### config.mk
export PLATFORM = sky130hd
export DESIGN_NAME = tmr_irq_status
export DESIGN_NICKNAME = d
export VERILOG_FILES = /design/src/rtl/tmr_irq_pkg.sv /design/src/rtl/tmr_cmp_track.sv /design/src/rtl/tmr_irq_stat.sv /design/src/rtl/tmr_irq_status.sv
export SDC_FILE = /design/constraint.sdc
export NUM_CORES = 1
export LEC_CHECK = 0
export BUFFER_PORTS_ARGS = -buffer_cell sky130_fd_sc_hd__buf_2
export CAP_MARGIN = 10
export CORE_MARGIN = 2
export CORE_UTILIZATION = 32
export DETAILED_ROUTE_END_ITERATION = 10
export PLACE_DENSITY = 0.78
export REMOVE_ABC_BUFFERS = 1
export SETUP_SLACK_MARGIN = 0.1
export SLEW_MARGIN = 20
export SYNTH_ARGS = -nofsm -noshare
export SYNTH_HDL_FRONTEND = slang
export SYNTH_SLANG_ARGS = --single-unit
export TNS_END_PERCENT = 10
### constraint.sdc
create_clock -name clk -period 1.2 [get_ports clk]
set_clock_uncertainty 0.1 [all_clocks]
set_input_delay 0.06 -clock clk [delete_from_list [all_inputs] [get_ports clk]]
set_output_delay 0.06 -clock clk [all_outputs]
set_load 0.1 [all_outputs]
### src/rtl/tmr_irq_pkg.sv
package tmr_irq_pkg;
    localparam int unsigned NUM_SRC  = 5;
    localparam int unsigned NUM_CMP  = 2;
    localparam int unsigned REG_W    = 32;
    // Bit positions of the status word (decoded by software).
    localparam int unsigned IDX_OVF  = 0;
    localparam int unsigned IDX_CMP  = 1;   // compare N sits at IDX_CMP + N
    localparam int unsigned IDX_CAPA = IDX_CMP + NUM_CMP;
    localparam int unsigned IDX_CAPB = IDX_CAPA + 1;

    typedef logic [NUM_SRC-1:0] src_vec_t;
endpackage

### src/rtl/tmr_cmp_track.sv
module tmr_cmp_track #(
    parameter int unsigned NUM_CMP = 2
) (
    input  logic               clk,
    input  logic               rst_n,
    input  logic [NUM_CMP-1:0] cmp_eq_i,
    input  logic               tmr_run_i,
    output logic [NUM_CMP-1:0] set_o,
    output logic [NUM_CMP-1:0] hold_o
);
    typedef struct packed {
        logic [NUM_CMP-1:0] eq_prev;
    } trk_state_t;

    trk_state_t trk_d, trk_q;

    always_comb begin
        trk_d         = trk_q;
        trk_d.eq_prev = cmp_eq_i;
    end

    always_ff @(posedge clk or negedge rst_n) begin
        if (!rst_n) trk_q <= '0;
        else        trk_q <= trk_d;
    end

    for (genvar n = 0; n < NUM_CMP; n++) begin : g_lane
        // A new match is a low-to-high change of the equal condition.
        assign set_o[n]  = cmp_eq_i[n] & ~trk_q.eq_prev[n];
        // A stopped timer with a standing match refuses a clear.
        assign hold_o[n] = cmp_eq_i[n] & ~tmr_run_i;

        // two consecutive rising edges are impossible
        assert_cmp_single_set_R11: assert property (@(posedge clk) disable iff (!rst_n)
            set_o[n] |=> !set_o[n])
            else $error("compare %0d set twice in a row", n);
    end
endmodule

### src/rtl/tmr_irq_stat.sv
module tmr_irq_stat #(
    parameter int unsigned NUM_SRC = 5
) (
    input  logic               clk,
    input  logic               rst_n,
    input  logic [NUM_SRC-1:0] set_i,
    input  logic [NUM_SRC-1:0] wclr_i,
    input  logic [NUM_SRC-1:0] hold_i,
    output logic [NUM_SRC-1:0] st_o
);
    typedef struct packed {
        logic [NUM_SRC-1:0] st;
    } stat_state_t;

    stat_state_t stat_d, stat_q;
    logic [NUM_SRC-1:0] clr_ok;

    always_comb begin
        stat_d    = stat_q;
        clr_ok    = wclr_i & ~hold_i;
        // A clear only touches a set bit; an event on the same cycle wins.
        stat_d.st = (stat_q.st & ~clr_ok) | set_i;
    end

    always_ff @(posedge clk or negedge rst_n) begin
        if (!rst_n) stat_q <= '0;
        else        stat_q <= stat_d;
    end

    assign st_o = stat_q.st;

    for (genvar i = 0; i < NUM_SRC; i++) begin : g_chk
        assert_w1c_clears_R4: assert property (@(posedge clk) disable iff (!rst_n)
            (wclr_i[i] && st_o[i] && !set_i[i] && !hold_i[i]) |=> !st_o[i])
            else $error("bit %0d not cleared", i);

        assert_clear_refused_R7: assert property (@(posedge clk) disable iff (!rst_n)
            (wclr_i[i] && st_o[i] && hold_i[i]) |=> st_o[i])
            else $error("bit %0d cleared while held", i);

        assert_event_wins_R9: assert property (@(posedge clk) disable iff (!rst_n)
            set_i[i] |=> st_o[i])
            else $error("bit %0d lost an event", i);

        assert_sticky_R5: assert property (@(posedge clk) disable iff (!rst_n)
            (st_o[i] && !wclr_i[i]) |=> st_o[i])
            else $error("bit %0d dropped without a clear", i);

        assert_zero_stays_R6: assert property (@(posedge clk) disable iff (!rst_n)
            (!st_o[i] && !set_i[i]) |=> !st_o[i])
            else $error("bit %0d set without an event", i);
    end
endmodule

### src/rtl/tmr_irq_status.sv
module tmr_irq_status
    import tmr_irq_pkg::*;
#(
    parameter int unsigned DATA_W = REG_W
) (
    input  logic               clk,
    input  logic               rst_n,
    input  logic               ev_ovf_i,
    input  logic               ev_cap_a_i,
    input  logic               ev_cap_b_i,
    input  logic [NUM_CMP-1:0] cmp_eq_i,
    input  logic               tmr_run_i,
    input  logic               wr_en_i,
    input  logic [DATA_W-1:0]  wdata_i,
    input  logic               rd_en_i,
    output logic [DATA_W-1:0]  rdata_o,
    input  logic [NUM_SRC-1:0] irq_en_i,
    output logic               irq_o
);
    localparam int unsigned PAD_W = DATA_W - NUM_SRC;

    typedef struct packed {
        logic              irq;
        logic [DATA_W-1:0] rdata;
    } top_state_t;

    top_state_t top_d, top_q;

    logic [NUM_CMP-1:0] cmp_set, cmp_hold;
    src_vec_t           set_vec, hold_vec, wclr_vec, st;
    logic               wdata_unused_hi;

    assign wdata_unused_hi = ^wdata_i[DATA_W-1:NUM_SRC];

    tmr_cmp_track #(.NUM_CMP(NUM_CMP)) u_cmp (
        .clk       (clk),
        .rst_n     (rst_n),
        .cmp_eq_i  (cmp_eq_i),
        .tmr_run_i (tmr_run_i),
        .set_o     (cmp_set),
        .hold_o    (cmp_hold)
    );

    always_comb begin
        set_vec                         = '0;
        set_vec[IDX_OVF]                = ev_ovf_i;
        set_vec[IDX_CMP +: NUM_CMP]     = cmp_set;
        set_vec[IDX_CAPA]               = ev_cap_a_i;
        set_vec[IDX_CAPB]               = ev_cap_b_i;
        hold_vec                        = '0;
        hold_vec[IDX_CMP +: NUM_CMP]    = cmp_hold;
        wclr_vec                        = wr_en_i ? wdata_i[NUM_SRC-1:0] : '0;
    end

    tmr_irq_stat #(.NUM_SRC(NUM_SRC)) u_stat (
        .clk    (clk),
        .rst_n  (rst_n),
        .set_i  (set_vec),
        .wclr_i (wclr_vec),
        .hold_i (hold_vec),
        .st_o   (st)
    );

    always_comb begin
        top_d     = top_q;
        top_d.irq = |(st & irq_en_i);
        if (rd_en_i) top_d.rdata = {{PAD_W{1'b0}}, st};
    end

    always_ff @(posedge clk or negedge rst_n) begin
        if (!rst_n) top_q <= '0;
        else        top_q <= top_d;
    end

    assign rdata_o = top_q.rdata;
    assign irq_o   = top_q.irq;

    assert_irq_follows_R10: assert property (@(posedge clk) disable iff (!rst_n)
        ((st & irq_en_i) == '0) |=> !irq_o)
        else $error("interrupt high with no enabled status");

    assert_irq_raised_R10: assert property (@(posedge clk) disable iff (!rst_n)
        ((st & irq_en_i) != '0) |=> irq_o)
        else $error("interrupt low with enabled status");

    assert_read_value_R12: assert property (@(posedge clk) disable iff (!rst_n)
        rd_en_i |=> (rdata_o[NUM_SRC-1:0] == $past(st)))
        else $error("read data does not match status");

    assert_read_hold_R12: assert property (@(posedge clk) disable iff (!rst_n)
        !rd_en_i |=> $stable(rdata_o))
        else $error("read data changed without a read");
endmodule

### Word-level counts from Yosys, hierarchy flattened

Cells that the tools add are included.
Widths: inputs -> output; s select.

* muxes and demuxes: 1
* reduce and logical (&&, ||, !) cells: 1
* bitwise logic cells: 13

Operators by type and width (count)
* $and 5x5->5: 3
* $mux 5: 1
* $not 3->5: 1
* $not 5->5: 1
* $or 5x5->5: 1
* $reduce_or 5->1: 1
* $and 1x1->1: 4
* $not 1->1: 3

* logic and storage cells: 19
* output and inout bits: 33
* register bits after elaboration: 13

### Depth between registers and ports, before layout

Gate-level depths: netlist of the first run.

* depth in word-level cells: 7
* mapped depth: 3

### Modules after synthesis

From an unflattened synthesis of the first run, not the netlist that was laid out.

* cell total of the unflattened synthesis: 68
* area total of the unflattened synthesis: 742.0 sq um

Modules (own cells, without submodules)
* tmr_irq_status: cells each 47, area each 465.4 sq um, sequential area each 150.1 sq um, instances 1
* tmr_irq_stat: cells each 15, area each 193.9 sq um, sequential area each 125.1 sq um, instances 1
* tmr_cmp_track: cells each 6, area each 82.6 sq um, sequential area each 50.0 sq um, instances 1

### Worst setup path before layout of the first run

No wires, ideal clock.

* kind: flip-flop to flip-flop
* start: register rdata_o[0] (netlist name)
* end: register top_q (netlist bit rdata_o[0])
* buffers on the path: 0
* stages on the path, launching flop included: 2
* arrival time: 1.152 ns
* slack: -0.180 ns
* cell sequence: dfrtp_1 mux2_1

RTL lines
* end signal: assignment: line tmr_irq_status.sv:72 `else top_q <= top_d;`
* end: declaration: line tmr_irq_status.sv:27 `top_state_t top_d, top_q;`

==> results of run 1 <==
-- flip-flops by register name, indices dropped and copies added (netlist names) --
signal / cells
irq_o: 1
rdata_o: 5
u_cmp.trk_q: 2
u_stat.st_o: 5
-- cells in the final DEF (no fill, tap or decap) --
master / instances
a21o_1: 3
a222oi_1: 1
a22o_1: 2
a22oi_1: 1
buf_12: 5
buf_2: 19
buf_4: 2
clkbuf_1: 1
clkbuf_4: 3
conb_1: 27
dfrtp_1: 13
dlygate4sd3_1: 14
inv_1: 2
mux2_1: 5
nand2_1: 6
o21ai_1: 2
-- critical path: cells and delay by family (launching register included) --
family          cells  cell delay, ns
simple gates        1            0.10
compound gates      1            0.40
flops               1            0.41
-- metal layers --
layer / routed length, um / vias up / part of all wire, %
met4: 0 / 0 / 0
met1: 488 / 238 / 38
li1: - / 238 / -
met2: 637 / 39 / 50
met5: 0 / - / 0
met3: 160 / 0 / 12
-- worst max path at each step --
stage | endpoint | slack [ns]
floorplan | rdata_o[0] | -0.18
CTS | irq_o | 0.05
global placement | irq_o | 0.18
finish | irq_o | 0.06
global route | irq_o | -0.04
detailed placement | irq_o | 0.07
-- power groups by stage --
stage / logic [W] / registers, W / clock network [W]
3_3_place_gp: 0.000719 / 0.000523 / 0
6_report: 0.000765 / 0.000517 / 0.000266
5_1_grt: 0.000789 / 0.000523 / 0.000289
3_5_place_dp: 0.000725 / 0.000527 / 0
4_1_cts: 0.000762 / 0.000518 / 0.000279
2_1_floorplan: 0.000407 / 0.000680 / 0
-- cell type report --
type | instances | share of cell area (%)
tap | 27 | 3.41
multi-input combinational | 47 | 25.0
timing repair buffer | 40 | 35.4
sequential | 13 | 32.8
clock buffer | 4 | 2.65
inverter | 2 | 0.758
-- kinds of logic (layout without fill, tap and decap cells) --
group	after synthesis	count (layout)	share of synthesized area, %
AOI/OAI and AO/OA	9	9	9.85
buffers and inverters	29	46	30.7
DFF	13	13	47.4
muxes	5	5	8.21
other	1	27	0.547
and+or+nand+nor	6	6	3.28
-- what timing repair did --
item,CTS,global route
pin swaps,0,2
setup endpoints to repair,2,1
endpoints found under the hold margin,21,1
cloned,0,0
resized for setup,1,0
setup buffers,0,1
-- through the flow --
stage | TNS [ns] | power [W]
global route | -0.0367 | 0.00160
global placement | 0 | 0.00124
detailed placement | 0 | 0.00125
finish | 0 | 0.00155
CTS | 0 | 0.00156
floorplan | -0.900 | 0.00109
==> impl_metrics.json, run 1 <==
{
  "pwr-share-seq_pct": 33.4,
  "grt_pass1_wl_um": 1950,
  "r2r-start": "u_stat.st_o[0]",
  "synth_cell_types": 11,
  "hp-class": "in -> reg",
  "die_w_um": 50.3,
  "comb_power_share_pct": 49.4,
  "syn_area_per_cell_um2": 10.9,
  "tritoncts": "done",
  "seq_area_frac_synth_pct": 47.4,
  "cp_cell_sequence": "a222oi_1 > nand2_1",
  "n_antenna_cell": 0,
  "reg2regPathDepth": 2,
  "worstSetupEndpointType": "flip-flop",
  "drtAntennaViolNets": 0,
  "wl_per_cell_um": 9.66,
  "outcome": "finished with violations",
  "clkTransAtPathRegs_ns": 0.08,
  "p_sw_w": 0.000773,
  "synth.top_cells.by_count": "27 x buf_4, 13 x dfrtp_1, 6 x nand2_1",
  "top_usage_layer": "met2",
  "place_congestion": 0.705,
  "ys_warn_count": 0,
  "synth_top_area_share_pct": 47.4,
  "synth_edf_count": 0,
  "syn_inst": 63,
  "grt_max_degree": 14,
  "met3_usage_pct": 2.38,
  "worst_hold_slack_ns": -0.0302,
  "die-area_mm2": 0.00253,
  "p_leak_nw": 0.498,
  "grt_pass1_vias": 469,
  "fmax_mhz": 881,
  "period_share_pct": 94.6,
  "netlist_area_um2": 686,
  "design_area_um2": 991,
  "overflow": 0,
  "drive_gt1_share_pct": 27.4,
  "use_met1_pct": 12.3,
  "rows": 16,
  "min_from": "irq_en_i[3]",
  "grtUsageMet2_pct": 16.9,
  "track_usage_pct": 10.2,
  "p_clk_share_pct": 17.2,
  "syn2layout_area_growth_pct": 44.5,
  "hold_viol_final": 1,
  "firstDrtPassIters": 4,
  "rsz0062_at_grt": "true",
  "path_class": "reg -> reg",
  "final-seq-area_um2": 325,
  "slowest_stage": "dfrtp_1",
  "synth_seq_cells": 13,
  "port_buffers": 25,
  "worstReg2RegEnd": "irq_o",
  "wl_um": 1290,
  "worstPathRequired_ns": 1.25,
  "slew_violations": 0,
  "placed_cell_area_um2": 815,
  "holdPathEnd": "irq_o",
  "cp_max_fo": 3,
  "antenna_found_initial": 0,
  "cts_buffers": 3,
  "dpl.hpwl_um": 995,
  "fin_cells": 133,
  "cts.path.max_buffers": 2,
  "cpPeakStageDelay_ns": 0.41,
  "violations": "negative hold slack",
  "synth_most_common_cell": "buf_4",
  "dr.first_iter.drc_count": 5,
  "timing.reg2reg.setup_slack_ns": 0.06,
  "multi_input_area_um2": 248,
  "dp_cells": 114,
  "cts.sinks": 13,
  "num-fill-cells": 194,
  "yosysTopAreaCell": "dfrtp_1",
  "h-tree-depth": 1,
  "ios": 80,
  "cap_violations": 0,
  "vias": 515,
  "setup_slack_ns": 0.0647,
  "postLayoutCoreUtil_pct": 50.0,
  "p_per_area_mw_per_mm2": 1560,
  "insertion_delay_ns": 0.27,
  "synth_ff_type": "dfrtp_1",
  "power.internal_w": 0.000776,
  "drcViolationCount": 0,
  "period_needed_ns": 1.14,
  "timing.critical_path.from": "u_stat.st_o[0]",
  "nets": 154,
  "finalSetupViolations": 0,
  "initial_core_util_pct": 34.6,
  "holdBufCountCts": 14,
  "die_height_um": 50.3,
  "swShare_pct": 49.9,
  "worstPathArrival_ns": 1.18,
  "ir_drop_v": 0.000729,
  "core_mm2": 0.00198,
  "ys_async_sr_fraction_pct": 100,
  "dp_slack_ns": 0.0697,
  "hold_path_depth": 3,
  "root_buffer": "clkbuf_4",
  "viasPerCell": 3.87,
  "synth.top_cells.by_area": "dfrtp_1 47%, buf_4 30%, mux2_1 8.2%",
  "crit_path_start_kind": "flip-flop"
}
Note: power is estimated with default switching activity, not from simulation.
==> run 2, diff against run 1 <==
- CORE_UTILIZATION: 32 -> 25
- HOLD_SLACK_MARGIN: default -> 0.12
- PLACE_DENSITY: 0.78 -> 0.63
==> run 2 against run 1 <==
  * Clock power barely moved
  * Non-clock buffer count increased by 5
  * Largest power group unchanged
  * Combinational power is 2% higher
  * Largest cell class unchanged
  * The flow now finishes without violations
  * Highest routed layer unchanged
  * Hold slack gained 0.37 ns
  * Register-to-register slack better by 0.095 ns
  * Sequential power is essentially flat
  * Utilization decreased by 8.3 points
  * Final cell count up 6.0%
==> impl_metrics.json, run 2 (synthesis results as in run 1) <==
{
  "outcome": "completed",
  "root_buffer": "clkbuf_4",
  "finalSetupViolations": 0,
  "setup_tns_ns": 0,
  "num-fill-cells": 242,
  "cpPeakStageDelay_ns": 0.54,
  "n_antenna_cell": 0,
  "worst_hold_slack_ns": 0.343,
  "cp_cell_sequence": "dlygate4sd3_1 > buf_2 > a222oi_1 > nand2_1",
  "ios": 80,
  "wl_um": 1320,
  "track_usage_pct": 8.89,
  "cp.buffers_inverters": 2,
  "cts.path.max_buffers": 2,
  "cp_max_fo": 1,
  "cap_violations": 0,
  "h-tree-depth": 1,
  "cp_top_family": "buffers and inverters",
  "timing.reg2reg.setup_slack_ns": 0.16,
  "path_class": "in -> reg",
  "slowest_stage": "dlygate4sd3_1",
  "period_share_pct": 90.0,
  "final_cell_mix": "27 x conb_1, 20 x dlygate4sd3_1, 18 x buf_2",
  "port_buffers": 25,
  "place_congestion": 0.663,
  "fmax_mhz": 926,
  "wl_per_cell_um": 9.38,
  "holdPathEnd": "u_cmp.trk_q[0]",
  "overflow": 0,
  "rsz0062_at_grt": "false",
  "rows": 18,
  "worstReg2RegEnd": "irq_o",
  "clkTransAtPathRegs_ns": 0.08,
  "crit_path_start_kind": "input pin",
  "p_per_area_mw_per_mm2": 1480,
  "firstDrtPassIters": 5,
  "design_area_mm2": 0.00106,
  "die_height_um": 56.4,
  "postLayoutCoreUtil_pct": 41.7,
  "tritoncts": "done",
  "hold_path_depth": 2,
  "hold_viol_final": 0,
  "slew_violations": 0,
  "grt_pass1_wl_um": 2100,
  "drtAntennaViolNets": 0,
  "ir_drop_v": 0.000926,
  "dr.first_iter.drc_count": 13,
  "drive_gt1_share_pct": 25.2,
  "worstSetupEndpointType": "flip-flop",
  "cts.sinks": 13,
  "worstPathRequired_ns": 1.25,
  "min_from": "cmp_eq_i[0]",
  "p_total_w": 0.00157,
  "grt_pass1_vias": 477,
  "core_mm2": 0.00254,
  "viasPerCell": 3.76,
  "final_common_cell": "conb_1",
  "insertion_delay_ns": 0.27,
  "postCtsSetupRepairBufs": 0,
  "period_needed_ns": 1.08,
  "syn2layout_area_growth_pct": 54.9,
  "worstPathArrival_ns": 1.13,
  "antenna_found_initial": 0,
  "die-area_mm2": 0.00318,
  "r2r-start": "u_stat.st_o[3]",
  "initial_core_util_pct": 26.9,
  "reg2regPathDepth": 2,
  "grt_max_degree": 14,
  "cts_buffers": 3,
  "nets": 159,
  "die_w_um": 56.4,
  "placed_cell_area_um2": 833,
  "drcViolationCount": 0,
  "vias": 530,
  "p_leak_nw": 0.525,
  "hp-class": "in -> reg"
}
==> run 2: area by class of cell <==
cell class	instances	area (um^2)	share of cell area (%)
Clock buffer	4	26.3	2.47
Inverter	2	7.51	0.707
Multi-Input combinational cell	47	248	23.3
Sequential cell	13	325	30.6
Tap cell	30	37.5	3.53
Timing Repair Buffer	45	418	39.3
==> run 2: what timing repair did <==
action	4_1_cts	5_1_grt
hold buffers	20	0
gates resized for setup	0	1
endpoints found under the setup margin	0	13
endpoints found under the hold margin	26	0
==> run 2: worst max path at each step <==
stage	slack (ns)	end	cells after the start	startpoint
2_1_floorplan	-0.18	rdata_o[0]	1	rdata_o[0]
3_3_place_gp	0.18	irq_o	2	u_stat.st_o[3]
3_5_place_dp	0.16	irq_o	2	u_stat.st_o[3]
4_1_cts	0.12	irq_o	4	irq_en_i[0]
5_1_grt	0.11	irq_o	4	irq_en_i[0]
6_report	0.12	irq_o	4	irq_en_i[0]
==> run 2: stage by stage <==
stage / std cells / worst slack [ns]
finish: 141 / 0.120
global route: 141 / 0.110
CTS: 141 / 0.117
detailed placement: 117 / 0.155
global placement: 117 / 0.182
floorplan: 62 / -0.180
==> run 2: power breakdown <==
part / internal (W) / switching (W)
registers: 0.000479 / 0.0000393
logic: 0.000184 / 0.000597
clock network: 0.000129 / 0.000139
total: 0.000792 / 0.000775
==> run 2: per-layer routing <==
metal / vias to the layer above / GRT usage, % / routed length (um)
met4: 0 / 2.04 / 0
met5: - / 0 / 0
met1: 234 / 10.4 / 557
met3: 0 / 5.30 / 155
li1: 252 / - / -
met2: 44 / 13.9 / 610
==> run 3, diff against run 2 <==
- CELL_PAD_IN_SITES_DETAIL_PLACEMENT: default -> 1
- CELL_PAD_IN_SITES_GLOBAL_PLACEMENT: default -> 2
- CORE_UTILIZATION: 25 -> 16
- CTS_CLUSTER_SIZE: default -> 16
- PLACE_DENSITY: 0.63 -> 0.79
==> run 3 against run 2 <==
  * The flow now finishes with violations (negative hold slack)
  * Largest power group unchanged
  * Count of clock-buffer cells in the layout unchanged
  * Combinational power about the same
  * Sequential share of layout area decreased by 0.60 points
  * Total power increased by 7.2%
  * Critical endpoint is now rdata_o[3]
  * Utilization decreased by 15 points
==> impl_metrics.json, run 3 (synthesis results as in run 1) <==
{
  "nets": 157,
  "holdPathEnd": "irq_o",
  "fmax_mhz": 921,
  "rows": 23,
  "finalSetupViolations": 0,
  "final_common_cell": "conb_1",
  "cp_cell_sequence": "dlygate4sd3_1 > buf_2 > mux2_1",
  "reg2regPathDepth": 2,
  "wl_per_cell_um": 10.0,
  "place_congestion": 0.719,
  "port_buffers": 25,
  "clkTransAtPathRegs_ns": 0.05,
  "cp.buffers_inverters": 2,
  "firstDrtPassIters": 4,
  "p_per_area_mw_per_mm2": 1550,
  "root_buffer": "clkbuf_8",
  "worst_hold_slack_ns": -0.00781,
  "h-tree-depth": 1,
  "postLayoutCoreUtil_pct": 26.7,
  "cts.sinks": 13,
  "timing.reg2reg.setup_slack_ns": 0.15,
  "worstReg2RegEnd": "irq_o",
  "cts_buffers": 3,
  "min_from": "irq_en_i[0]",
  "slowest_stage": "dlygate4sd3_1",
  "dr.first_iter.drc_count": 11,
  "grt_max_degree": 14,
  "wl_um": 1590,
  "cp_max_fo": 5,
  "antenna_found_initial": 0,
  "die-area_mm2": 0.00482,
  "num-fill-cells": 476,
  "vias": 528,
  "cp_top_family": "buffers and inverters",
  "grt_pass1_vias": 590,
  "grt_pass1_wl_um": 2620,
  "violations": "negative hold slack",
  "syn2layout_area_growth_pct": 58.0,
  "hold_path_depth": 3,
  "cap_violations": 0,
  "core_mm2": 0.00406,
  "ir_drop_v": 0.000338,
  "overflow": 0,
  "holdBufCountCts": 17,
  "crit_path_start_kind": "input pin",
  "slew_violations": 0,
  "initial_core_util_pct": 16.9,
  "viasPerCell": 3.32,
  "ios": 80,
  "worstSetupEndpointType": "flip-flop",
  "tritoncts": "done",
  "die_w_um": 69.5,
  "rsz0062_at_grt": "true",
  "final_cell_mix": "27 x conb_1, 19 x buf_2, 16 x dlygate4sd3_1",
  "cts.path.max_buffers": 2,
  "insertion_delay_ns": 0.24,
  "hp-class": "in -> reg",
  "track_usage_pct": 7.04,
  "cpPeakStageDelay_ns": 0.53,
  "hold_viol_final": 1,
  "period_needed_ns": 1.09,
  "n_antenna_cell": 0,
  "r2r-start": "u_stat.st_o[0]",
  "outcome": "finished with violations",
  "drtAntennaViolNets": 0,
  "drcViolationCount": 0,
  "drive_gt1_share_pct": 26.6,
  "die_height_um": 69.5,
  "p_leak_nw": 0.533,
  "worstPathArrival_ns": 1.11,
  "path_class": "in -> reg",
  "worstPathRequired_ns": 1.22,
  "period_share_pct": 90.5
}
## run 3: changes by cell type in the layout (fill, tap and decap cells not counted), sizes merged
| cell | delta |
|---|---|
| dlymetal6s4s | +1 |
| clkbuf | -1 |
| dlygate4sd3 | -4 |
| buf | +2 |
## run 3: routing by layer
layer  track usage (%)  up-vias  share of wire (%)
li1                  -      243                  -
met1              6.42      249                 34
met2              13.1       33                 54
met3              2.76        3                 10
met4              3.92        0                2.2
met5                 0        -                  0
## run 3: where the power goes
part / internal, W / switching (W) / total (W)
Sequential: 0.000481 / 0.0000405 / 0.000521
Clock: 0.000234 / 0.000146 / 0.000380
Combinational: 0.000180 / 0.000599 / 0.000779
## run 3: area by class of cell
type | instances | area (um^2) | area share (%)
inverters | 2 | 7.51 | 0.693
multi-input cells | 47 | 248 | 22.9
well taps | 50 | 62.6 | 5.77
clock buffers | 4 | 45.0 | 4.16
flip-flops and latches | 13 | 325 | 30.0
repair buffers | 43 | 395 | 36.5
## run 3: stage by stage
| step | setup slack [ns] | instances | setup TNS [ns] | power, W | area [um^2] |
|---|---|---|---|---|---|
| after detailed placement | 0.136 | 137 | 0 | 0.00127 | 858 |
| after floorplan | -0.180 | 62 | -0.900 | 0.00109 | 581 |
| after global placement | 0.172 | 137 | 0 | 0.00125 | 858 |
| final | 0.114 | 159 | 0 | 0.00168 | 1080 |
| after CTS | 0.108 | 158 | 0 | 0.00170 | 1070 |
| after global routing | 0.0533 | 159 | 0 | 0.00175 | 1080 |
## run 3: how the worst max path moves through the flow
| stage | startpoint | to | slack [ns] | depth (start not counted) |
|---|---|---|---|---|
| after floorplan | rdata_o[0] | rdata_o[0] | -0.18 | 1 |
| after global placement | u_stat.st_o[0] | irq_o | 0.17 | 2 |
| after detailed placement | u_stat.st_o[0] | irq_o | 0.14 | 2 |
| after CTS | irq_en_i[3] | irq_o | 0.11 | 4 |
| after global routing | u_stat.st_o[0] | irq_o | 0.05 | 2 |
| final | rd_en_i | rdata_o[3] | 0.11 | 3 |
## run 3: repair_timing
action | in CTS | in global routing
setup endpoints to repair | 0 | 2
resized for setup | 0 | 1
setup buffers | 0 | 1
hold endpoints to repair | 26 | 1
## run 3: tightest hold or removal path, stage by stage
cell and delay [ns]:
buf_2 0.08, a222oi_1 0.09, nand2_1 0.07
